## config.mk

```make
export PLATFORM = sky130hd
export DESIGN_NAME = irq_redir_window
export DESIGN_NICKNAME = d
export VERILOG_FILES = /design/src/rtl/irw_pkg.sv /design/src/rtl/irw_select.sv /design/src/rtl/irw_entry.sv /design/src/rtl/irw_event.sv /design/src/rtl/irq_redir_window.sv
export SDC_FILE = /design/constraint.sdc
export NUM_CORES = 2
export LEC_CHECK = 0
export ABC_AREA = 0
export BUFFER_PORTS_ARGS = -buffer_cell sky130_fd_sc_hd__buf_2
export CAP_MARGIN = 20
export CORE_UTILIZATION = 60
export DETAILED_ROUTE_END_ITERATION = 12
export PLACE_DENSITY_LB_ADDON = 0.05
export SETUP_SLACK_MARGIN = 0.15
export SLEW_MARGIN = 20
export SYNTH_ARGS = -nofsm -noshare
export SYNTH_HDL_FRONTEND = slang
export SYNTH_HIERARCHICAL = 1
export SYNTH_SLANG_ARGS = --single-unit
```

## constraint.sdc

```tcl
create_clock -name clk -period 5.07 [get_ports clk]
set_clock_uncertainty 0.1 [all_clocks]
set_input_delay 0.7605 -clock clk [delete_from_list [all_inputs] [get_ports clk]]
set_output_delay 0.7605 -clock clk [all_outputs]
set_load 0.02 [all_outputs]
```

## src/rtl/irw_pkg.sv

```systemverilog
package irw_pkg;

    localparam int WORD_W  = 32;
    localparam int ENTRY_W = 64;
    localparam int SEL_W   = 8;

    // entry field positions (decoded by software and delivery logic)
    localparam int VEC_LSB    = 0;
    localparam int VEC_W      = 8;
    localparam int DLV_LSB    = 8;
    localparam int DLV_W      = 3;
    localparam int DSTM_BIT   = 11;
    localparam int DSTAT_BIT  = 12;
    localparam int RIRR_BIT   = 14;
    localparam int TRIG_BIT   = 15;
    localparam int MASK_BIT   = 16;
    localparam int DEST_LSB   = 56;
    localparam int DEST_W     = 8;

    // select codes
    localparam logic [SEL_W-1:0] SEL_IDENT = 8'h00;
    localparam logic [SEL_W-1:0] SEL_VERS  = 8'h01;
    localparam logic [SEL_W-1:0] SEL_ARBIT = 8'h02;
    localparam logic [SEL_W-1:0] SEL_TABLE = 8'h10;

    localparam logic [WORD_W-1:0] LO_RESET = 32'h0001_0000;
    localparam logic [WORD_W-1:0] RO_MASK  = (32'h1 << RIRR_BIT) | (32'h1 << DSTAT_BIT);

    typedef enum logic [2:0] {
        TGT_IDENT,
        TGT_VERS,
        TGT_ARBIT,
        TGT_TABLE,
        TGT_VOID
    } tgt_e;

endpackage

```

## src/rtl/irw_select.sv

```systemverilog
module irw_select
    import irw_pkg::*;
#(
    parameter int PINS  = 24,
    parameter int IDX_W = 5
) (
    input  logic             clk,
    input  logic             rst_n,
    input  logic             load,
    input  logic [SEL_W-1:0] load_val,
    output logic [SEL_W-1:0] sel_q,
    output tgt_e             tgt,
    output logic [IDX_W-1:0] idx,
    output logic             upper
);

    logic [SEL_W-2:0] idx_full;

    always_ff @(posedge clk) begin
        if (!rst_n)
            sel_q <= '0;
        else if (load)
            sel_q <= load_val;
    end

    always_comb begin
        idx_full = 7'((sel_q - SEL_TABLE) >> 1);
        idx      = idx_full[IDX_W-1:0];
        upper    = sel_q[0];
        if (sel_q == SEL_IDENT)
            tgt = TGT_IDENT;
        else if (sel_q == SEL_VERS)
            tgt = TGT_VERS;
        else if (sel_q == SEL_ARBIT)
            tgt = TGT_ARBIT;
        else if (sel_q >= SEL_TABLE && int'(idx_full) < PINS)
            tgt = TGT_TABLE;
        else
            tgt = TGT_VOID;
    end

    // select changes only on a select-offset write
    p_sel_hold_r12: assert property (@(posedge clk) disable iff (!rst_n)
        !load |=> sel_q == $past(sel_q));
    p_sel_load_r1: assert property (@(posedge clk) disable iff (!rst_n)
        load |=> sel_q == $past(load_val));

endmodule

```

## src/rtl/irw_entry.sv

```systemverilog
module irw_entry
    import irw_pkg::*;
(
    input  logic               clk,
    input  logic               rst_n,
    input  logic               wr_lo,
    input  logic               wr_hi,
    input  logic [WORD_W-1:0]  wdata,
    input  logic               dstat,
    input  logic               rirr_set,
    input  logic               rirr_clr,
    output logic [ENTRY_W-1:0] entry
);

    logic [WORD_W-1:0] lo_q;
    logic [WORD_W-1:0] hi_q;
    logic              rirr_q;
    logic              wr_any;
    logic              lvl_next;

    assign wr_any   = wr_lo | wr_hi;
    assign lvl_next = wr_lo ? wdata[TRIG_BIT] : lo_q[TRIG_BIT];

    always_ff @(posedge clk) begin
        if (!rst_n) begin
            lo_q <= LO_RESET;
            hi_q <= '0;
        end else begin
            if (wr_lo)
                lo_q <= wdata & ~RO_MASK;
            if (wr_hi)
                hi_q <= wdata;
        end
    end

    always_ff @(posedge clk) begin
        if (!rst_n)
            rirr_q <= 1'b0;
        else if (wr_any && !lvl_next)
            rirr_q <= 1'b0;
        else if (rirr_clr)
            rirr_q <= 1'b0;
        else if (rirr_set)
            rirr_q <= 1'b1;
    end

    assign entry = {hi_q, lo_q | (32'(rirr_q) << RIRR_BIT) | (32'(dstat) << DSTAT_BIT)};

    p_half_keep_r6: assert property (@(posedge clk) disable iff (!rst_n)
        (wr_lo && !wr_hi) |=> hi_q == $past(hi_q));
    p_edge_clears_r8: assert property (@(posedge clk) disable iff (!rst_n)
        wr_any |=> (lo_q[TRIG_BIT] || !rirr_q));
    p_write_never_sets_r7: assert property (@(posedge clk) disable iff (!rst_n)
        (wr_any && !rirr_set) |=> !$rose(rirr_q));

endmodule

```

## src/rtl/irw_event.sv

```systemverilog
module irw_event #(
    parameter int IDX_W = 5
) (
    input  logic             clk,
    input  logic             rst_n,
    input  logic             svc_fire,
    input  logic             mask_fire,
    input  logic [IDX_W-1:0] pin,
    input  logic             mask_new,
    output logic             svc_valid,
    output logic [IDX_W-1:0] svc_pin,
    output logic             mchg_valid,
    output logic [IDX_W-1:0] mchg_pin,
    output logic             mchg_mask
);

    always_ff @(posedge clk) begin
        if (!rst_n) begin
            svc_valid  <= 1'b0;
            svc_pin    <= '0;
            mchg_valid <= 1'b0;
            mchg_pin   <= '0;
            mchg_mask  <= 1'b0;
        end else begin
            svc_valid  <= svc_fire;
            mchg_valid <= mask_fire;
            if (svc_fire)
                svc_pin <= pin;
            if (mask_fire) begin
                mchg_pin  <= pin;
                mchg_mask <= mask_new;
            end
        end
    end

endmodule

```

## src/rtl/irq_redir_window.sv

```systemverilog
module irq_redir_window
    import irw_pkg::*;
#(
    parameter int               PINS    = 24,
    parameter logic [7:0]       VERSION = 8'h11,
    parameter logic [7:0]       SEL_OFF = 8'h00,
    parameter logic [7:0]       WIN_OFF = 8'h10,
    localparam int              IDX_W   = (PINS > 1) ? $clog2(PINS) : 1
) (
    input  logic                 clk,
    input  logic                 rst_n,
    input  logic [7:0]           bus_addr,
    input  logic                 bus_wr,
    input  logic [31:0]          bus_wdata,
    output logic [31:0]          bus_rdata,
    input  logic [PINS-1:0]      pin_req,
    input  logic [PINS-1:0]      dstat_in,
    input  logic [PINS-1:0]      rirr_set,
    input  logic [PINS-1:0]      rirr_clr,
    output logic [PINS*8-1:0]    ent_vector,
    output logic [PINS*3-1:0]    ent_dlvmode,
    output logic [PINS-1:0]      ent_destmode,
    output logic [PINS-1:0]      ent_level,
    output logic [PINS-1:0]      ent_mask,
    output logic [PINS*8-1:0]    ent_dest,
    output logic [PINS-1:0]      ent_rirr,
    output logic                 svc_valid,
    output logic [IDX_W-1:0]     svc_pin,
    output logic                 mchg_valid,
    output logic [IDX_W-1:0]     mchg_pin,
    output logic                 mchg_mask
);

    localparam logic [7:0] LAST_PIN = 8'(PINS - 1);

    logic [SEL_W-1:0]   sel_q;
    tgt_e               tgt;
    logic [IDX_W-1:0]   idx;
    logic               upper;
    logic               sel_wr;
    logic               win_wr;
    logic               tbl_wr;
    logic [3:0]         ident_q;
    logic [ENTRY_W-1:0] ent_w [PINS];
    logic               old_mask;
    logic               new_mask;
    logic               new_lvl;
    logic               svc_fire;
    logic               mask_fire;

    assign sel_wr = bus_wr && (bus_addr == SEL_OFF);
    assign win_wr = bus_wr && (bus_addr == WIN_OFF);
    assign tbl_wr = win_wr && (tgt == TGT_TABLE);

    irw_select #(.PINS(PINS), .IDX_W(IDX_W)) u_select (
        .clk      (clk),
        .rst_n    (rst_n),
        .load     (sel_wr),
        .load_val (bus_wdata[SEL_W-1:0]),
        .sel_q    (sel_q),
        .tgt      (tgt),
        .idx      (idx),
        .upper    (upper)
    );

    always_ff @(posedge clk) begin
        if (!rst_n)
            ident_q <= '0;
        else if (win_wr && tgt == TGT_IDENT)
            ident_q <= bus_wdata[27:24];
    end

    for (genvar g = 0; g < PINS; g++) begin : g_pin
        logic hit;
        assign hit = tbl_wr && (idx == IDX_W'(g));

        irw_entry u_entry (
            .clk      (clk),
            .rst_n    (rst_n),
            .wr_lo    (hit && !upper),
            .wr_hi    (hit && upper),
            .wdata    (bus_wdata),
            .dstat    (dstat_in[g]),
            .rirr_set (rirr_set[g]),
            .rirr_clr (rirr_clr[g]),
            .entry    (ent_w[g])
        );

        assign ent_vector[g*8 +: 8]  = ent_w[g][VEC_LSB +: VEC_W];
        assign ent_dlvmode[g*3 +: 3] = ent_w[g][DLV_LSB +: DLV_W];
        assign ent_destmode[g]       = ent_w[g][DSTM_BIT];
        assign ent_level[g]          = ent_w[g][TRIG_BIT];
        assign ent_mask[g]           = ent_w[g][MASK_BIT];
        assign ent_dest[g*8 +: 8]    = ent_w[g][DEST_LSB +: DEST_W];
        assign ent_rirr[g]           = ent_w[g][RIRR_BIT];
    end

    // post-write event evaluation on the entry as it will be after the edge
    always_comb begin
        old_mask  = ent_w[idx][MASK_BIT];
        new_mask  = upper ? old_mask : bus_wdata[MASK_BIT];
        new_lvl   = upper ? ent_w[idx][TRIG_BIT] : bus_wdata[TRIG_BIT];
        svc_fire  = tbl_wr && new_lvl && pin_req[idx];
        mask_fire = tbl_wr && (new_mask != old_mask);
    end

    irw_event #(.IDX_W(IDX_W)) u_event (
        .clk        (clk),
        .rst_n      (rst_n),
        .svc_fire   (svc_fire),
        .mask_fire  (mask_fire),
        .pin        (idx),
        .mask_new   (new_mask),
        .svc_valid  (svc_valid),
        .svc_pin    (svc_pin),
        .mchg_valid (mchg_valid),
        .mchg_pin   (mchg_pin),
        .mchg_mask  (mchg_mask)
    );

    always_comb begin
        bus_rdata = '0;
        if (bus_addr == SEL_OFF) begin
            bus_rdata = {24'h0, sel_q};
        end else if (bus_addr == WIN_OFF) begin
            unique case (tgt)
                TGT_IDENT, TGT_ARBIT: bus_rdata = {4'h0, ident_q, 24'h0};
                TGT_VERS:             bus_rdata = {8'h00, LAST_PIN, 8'h00, VERSION};
                TGT_TABLE:            bus_rdata = upper ? ent_w[idx][63:32] : ent_w[idx][31:0];
                TGT_VOID:             bus_rdata = '1;
                default:              bus_rdata = '1;
            endcase
        end
    end

    p_arb_ignores_r3: assert property (@(posedge clk) disable iff (!rst_n)
        (win_wr && tgt != TGT_IDENT) |=> ident_q == $past(ident_q));
    p_void_drop_r5: assert property (@(posedge clk) disable iff (!rst_n)
        (win_wr && tgt == TGT_VOID && rirr_set == '0 && rirr_clr == '0)
            |=> (ent_mask == $past(ent_mask) && ent_level == $past(ent_level)
                 && ent_rirr == $past(ent_rirr)));
    p_svc_level_r9: assert property (@(posedge clk) disable iff (!rst_n)
        svc_valid |-> ent_level[svc_pin]);
    p_svc_after_write_r9: assert property (@(posedge clk) disable iff (!rst_n)
        svc_valid |-> $past(win_wr));
    p_mchg_match_r10: assert property (@(posedge clk) disable iff (!rst_n)
        mchg_valid |-> ent_mask[mchg_pin] == mchg_mask);

endmodule

```

Word level (Yosys, flattened, before mapping)

Index checks and enable logic that the tools add are counted.

Add/sub/neg operators: 1
$lt $le $gt $ge: 4
Equal/unequal tests: 30
Mux-type cells: 39
Bitwise logic cells: 74
Reductions and logical operators: 158

Operators with widths:

| operator            | number |
|---|---|
| $or 32x13->32       | 24 |
| $or 32x15->32       | 24 |
| $bmux 64 s5         | 1 |
| $mux 64             | 2 |
| $logic_and 1x1->1   | 104 |
| $mux 32             | 3 |
| $pmux 32 s3         | 1 |
| $reduce_or 3->1     | 24 |
| $eq 5x4->1 const B  | 8 |
| $eq 5x5->1 const B  | 8 |
| $mux 1              | 27 |
| $logic_not 1->1     | 25 |
| $or 1x1->1          | 24 |
| $eq 5x3->1 const B  | 4 |
| $logic_not 8->1     | 2 |
| $mux 3              | 4 |
| $eq 5x2->1 const B  | 2 |
| $eq 8x1->1 const B  | 1 |
| $eq 8x2->1 const B  | 1 |
| $eq 8x5->1 const B  | 1 |
| $ge 8x5->1 const B  | 1 |
| $sub 8x5->8 const B | 1 |
| $lt 7x5->1 const B  | 1 |
| $eq 3x2->1 const B  | 2 |
| 11 further kinds    | 11 |

Flip-flop bits (word level): 1537
Input bits: 139
Logic and storage cells: 385

Depth between registers and ports, before layout

Depth after elaboration: 15
Gate-level depth with buffers: 15
Gate-level depth less buffers: 13

Modules after synthesis

The synthesis kept the hierarchy.

By module, submodules not included:

| module           | times used | cells an instance | area each (µm²) |
|---|---|---|---|
| irw_entry        | 24         | 208               | 2451.1 |
| irq_redir_window | 1          | 1082              | 13449.1 |
| irw_event        | 1          | 40                | 480.5 |
| irw_select       | 1          | 48                | 452.9 |

Worst setup path after synthesis

Ideal clock, no wire load.

Path type: register to output
Start: reg u_select.sel_q[4]
End: out bus_rdata[10]
Arrival time: 2477 ps
Path slack: 1733 ps
Stages on the path, launching flop included: 12
Buffers on the path: 1
Cells stage by stage: dfxtp_1 -> inv_1 -> ha_1 -> nor3_1 -> nand3_2 -> nand3_1 -> and3b_1 -> nand4_1 -> nor3_1 -> clkbuf_1 -> a22oi_1 -> nand2_1

Longest elaborated chain between the ends: 12
Elaborated cells on any way between the ends: 24
Classes of those cells: 1 x add/sub; 2 x order compare; 5 x eq/ne; 11 x mux; 1 x bitwise; 4 x reduce/logical

RTL lines:

| element                                              | line                    | text |
|---|---|---|
| from (decl)                                          | irw_select.sv:11        | `output logic [SEL_W-1:0] sel_q,` |
| from (signal assigned)                               | irw_select.sv:23        | `sel_q <= load_val;` |
| $sub 8x5->8 (*)                                      | irw_select.sv:27        | `idx_full = 7'((sel_q - SEL_TABLE) >> 1);` |
| named net idx[3]                                     | irq_redir_window.sv:38  | `logic [IDX_W-1:0] idx;` |
| $lt 7x5->1 (*)                                       | irw_select.sv:36        | `else if (sel_q >= SEL_TABLE && int'(idx_full) < PINS)` |
| $logic_and 1x1->1 (*)                                | irw_select.sv:36        |  |
| $mux 3 (*)                                           | irw_select.sv:36        |  |
| $mux 3 (*)                                           | irw_select.sv:34        | `else if (sel_q == SEL_ARBIT)` |
| $mux 3 (*)                                           | irw_select.sv:32        | `else if (sel_q == SEL_VERS)` |
| $mux 3 (*)                                           | irw_select.sv:30        | `if (sel_q == SEL_IDENT)` |
| named net tgt[0]                                     | irq_redir_window.sv:37  | `tgt_e tgt;` |
| $eq 3x2->1 / $logic_not 3->1 (equally long branches) | irq_redir_window.sv:126 | `unique case (tgt)` |
| $reduce_or 2->1                                      | irq_redir_window.sv:126 |  |
| $pmux 32 s3 (*)                                      | irq_redir_window.sv:126 |  |
| $mux 32 (*)                                          | irq_redir_window.sv:125 | `end else if (bus_addr == WIN_OFF) begin` |
| $mux 32 (*)                                          | irq_redir_window.sv:123 | `if (bus_addr == SEL_OFF) begin` |
| to (decl)                                            | irq_redir_window.sv:15  | `output logic [31:0] bus_rdata,` |

Mark *: on every way through the listed nets, which the timed path passes. The rest lies on a longest branch. The select of a mux whose other input is x is not followed.

Final worst setup path

Start: reg u_select.sel_q[3]
End: out bus_rdata[15]

Longest elaborated chain between the ends: 12
Elaborated cells on any way between the ends: 24
Classes of those cells: 1 x add/sub; 2 x order compare; 5 x eq/ne; 11 x mux; 1 x bitwise; 4 x reduce/logical

RTL lines:

| element                                              | line |
|---|---|
| $sub 8x5->8                                          | irw_select.sv:27 |
| $lt 7x5->1                                           | irw_select.sv:36 |
| $logic_and 1x1->1                                    | irw_select.sv:36 |
| $mux 3                                               | irw_select.sv:36 |
| $mux 3                                               | irw_select.sv:34 |
| $mux 3                                               | irw_select.sv:32 |
| $mux 3                                               | irw_select.sv:30 |
| $eq 3x2->1 / $logic_not 3->1 (equally long branches) | irq_redir_window.sv:126 |
| $reduce_or 2->1                                      | irq_redir_window.sv:126 |
| $pmux 32 s3 (*)                                      | irq_redir_window.sv:126 |
| $mux 32 (*)                                          | irq_redir_window.sv:125 |
| $mux 32 (*)                                          | irq_redir_window.sv:123 |

Every way passes the cells marked *; elsewhere a longest branch is shown, timed or not. The select of a mux whose other input is x is not followed.

==> impl_metrics.py <==
metrics = {
    "critical_path": {
        "crit_type": "reg2out",
        "path_buf_inv": 2,
        "cp_data_required_time_ns": 4.21,
        "crit_slowest_cell": "buf_4",
        "end_kind": "output port",
        "arrival_ns": 4.08,
        "critPathMaxStageDelay_ns": 0.70,
        "cp_max_fo": 38,
        "critPathLaunchType": "flip-flop",
        "crit_family": "compound AO/OA/AOI/OAI gates",
        "cp_cell_sequence": "buf_4 > mux4_2 > o2bb2ai_1 > o21ai_0 > nand3_1 > o211ai_1 > buf_2",
    },
    "finish": {
        "fin_nets": 6846,
        "drive_gt1_frac": 0.249,
        "final_cell_mix": "mux2i_1 (1598), dfxtp_1 (1532), nor2b_1 (1503)",
        "layout_commonest_cell": "mux2i_1",
        "fin_util": 0.687,
        "areaGrowthSynthToFinish_pct": 13.0,
        "finalNonFillerCells": 8451,
    },
    "logic_synthesis": {
        "netlist_area_mm2": 0.0732,
        "synth-edff-count": 0,
        "ys.flop_type": "dfxtp_1",
        "synth_top_cell_by_area": "dfxtp_1",
        "synth-seq-cells": 1537,
        "synth_top_family_by_area": "multiplexers",
        "synthMuxAreaShare": 0.343,
        "yosysTopAreaCellShare": 0.420,
        "synthXorXnorAreaFrac": 0.000120,
        "synth.yosys.seq_area_share": 0.420,
        "yosys.area_share.simple": 0.152,
        "ys_types": 60,
        "yosys.area_share.adder": 0.000342,
        "synth_compound_area_frac": 0.0227,
        "synthArstFlopShare": 0,
        "synth.yosys.warnings": 6,
        "synthTopCellsByArea": "dfxtp_1 (42%), mux2i_1 (22%), nor2b_1 (13%)",
        "avgSynthCellArea_um2": 11.9,
        "synth_cells": 6162,
        "syn-num-nets": 6303,
    },
    "floorplan": {
        "core_mm2": 0.120,
        "num_io_pins": 736,
        "rows": 127,
        "die_w_um": 351,
        "dieArea_mm2": 0.123,
        "initial_utilization": 0.608,
        "die-height_um": 351,
    },
    "cts": {
        "ctsRootBufferMaster": "clkbuf_16",
        "clkTransAtPathRegs_ns": 0.06,
        "holdBufCountCts": 0,
        "cts_tree": "yes",
        "htreeDepth": 4,
        "clock_latency_ns": 0.79,
        "cts_buffer_depth": 3,
        "cts.sinks": 1537,
        "cts_buffers": 163,
    },
    "outcome": {
        "status": "finished, final reports clean",
    },
    "routing": {
        "wl_per_cell_um": 27.6,
        "viasPerCell": 6.04,
        "drc_errors": 0,
        "ant_nets": 0,
        "first_pass_iters": 5,
        "route.vias.total": 51064,
        "first_iter_violations": 4959,
        "totalWireLength_um": 234000,
    },
    "sta": {
        "setup_viol_count_final": 0,
        "tightest_slew_ns": 1.12,
        "drv_slew": 0,
        "period_share": 0.974,
        "fin_crit_ns": 4.94,
        "max_freq_ghz": 0.203,
        "relSlewSlack": 0.252,
        "tns_ns": 0,
        "finalHoldViolations": 0,
        "rsz0062_at_grt": "no",
    },
    "grt": {
        "grt_pass1_vias": 48785,
        "grt_max_degree": 136,
        "antenna_found_initial": 16,
        "grt_overflow": 0,
        "grtUsageTotal": 0.368,
        "grt_pass1_wl_um": 337000,
    },
    "placement": {
        "place_congestion": 0.914,
        "dp.cells": 8148,
        "port_buffers": 735,
        "hpwl_um": 150000,
    },
    "power": {
        "power.density_mw_per_mm2": 307,
        "p_leak_nw": 27.0,
        "max-vdd-ir-drop_v": 0.000384,
    },
    "hold_path": {
        "hp-class": "in2reg",
    },
    "run": {
        "max_cap_viol_count": 0,
    },
}
layout make-up:
class                           instances  area (um2)
Clock buffer                          249        5110
Sequential cell                      1537       30800
Tap cell                             1612        2020
Clock inverter                         45         543
Inverter                                4        22.5
Fill cell                            9168       37700
Multi-Input combinational cell       4080       38400
Timing Repair Buffer                  919        5870
Antenna cell                            5        12.5
cells by family after synthesis:
kind of cell / after synthesis
and+or+nand+nor: 1829
DFF: 1537
adders and majority gates: 2
buffers and inverters: 545
AOI/OAI and AO/OA: 231
xor gates and xnor gates: 1
muxes: 2017
cell usage after synthesis, types with 4 or more instances:
cell and instances:
nor2_1 76, o21ai_0 21, buf_12 26, o21ai_2 24, buf_8 120, and2_1 6, buf_4 90, and3_1 16
nand3_1 16, a221oi_1 13, a21boi_1 24, mux2i_1 1599, nand2b_1 28, and4bb_1 24, mux4_2 389, o22ai_1 16
clkbuf_1 194, dfxtp_1 1537, a221o_1 7, buf_6 35, a22oi_1 70, buf_1 14, inv_1 4, nor2b_1 1504
or3_1 6, nand2_1 106, nor3_1 21, mux2_2 28, a21oi_1 25, a31oi_1 13, nor4_1 5, buf_2 62
what timing repair did:
action | in CTS | in global routing
setup endpoints to repair | 21 | 24
buffers inserted | 2 | 2
gates resized for setup | 10 | 13
hold endpoints to repair | 0 | 0
pin swaps | 1 | 0
power breakdown:
group	switching, mW	internal (mW)	total, mW
registers	0.00796	12.1	12.1
logic	0.480	0.287	0.767
clock network	5.01	7.52	12.5
metal layers:
layer	track usage	share of wire
met1	0.503	0.42
met2	0.568	0.46
met3	0.0654	0.072
met4	0.169	0.048
met5	0	0.00046
metrics by stage:
stage	hold WS (ns)	power [mW]	setup WS (ns)	cell area, um2
final	0.143	25.4	0.133	82700
after detailed placement	0.388	13.1	0.678	76900
after CTS	0.108	25.5	0.0780	82600
after global routing	0.135	26.0	0.138	82700
after global placement	0.374	13.1	0.353	76900
after floorplan	0.374	12.7	1.73	73200
registers in the layout, summed over array words and instances (netlist names):
register	flops
g_pin.u_entry/hi_q	768
g_pin.u_entry/lo_q	720
g_pin.u_entry/rirr_q	24
ident_q	4
u_event/mchg_mask	1
u_event/mchg_pin	5
u_event/mchg_valid	1
u_event/svc_pin	5
u_event/svc_valid	1
u_select/sel_q	8
path summary, 6_finish.rpt:
kind | from | to | slack, ns | cells after the start
worst max-delay path | u_select/sel_q[3] | bus_rdata[15] | 0.13 | 7
worst min-delay path | rirr_clr[21] | g_pin[21].u_entry/rirr_q | 0.14 | 2
worst max register to register | u_select/sel_q[4] | g_pin[2].u_entry/lo_q[10] | 0.75 | 14
worst min register to register | g_pin[4].u_entry/lo_q[16] | g_pin[4].u_entry/lo_q[16] | 0.40 | 2
(Power assumes the default switching activity.)
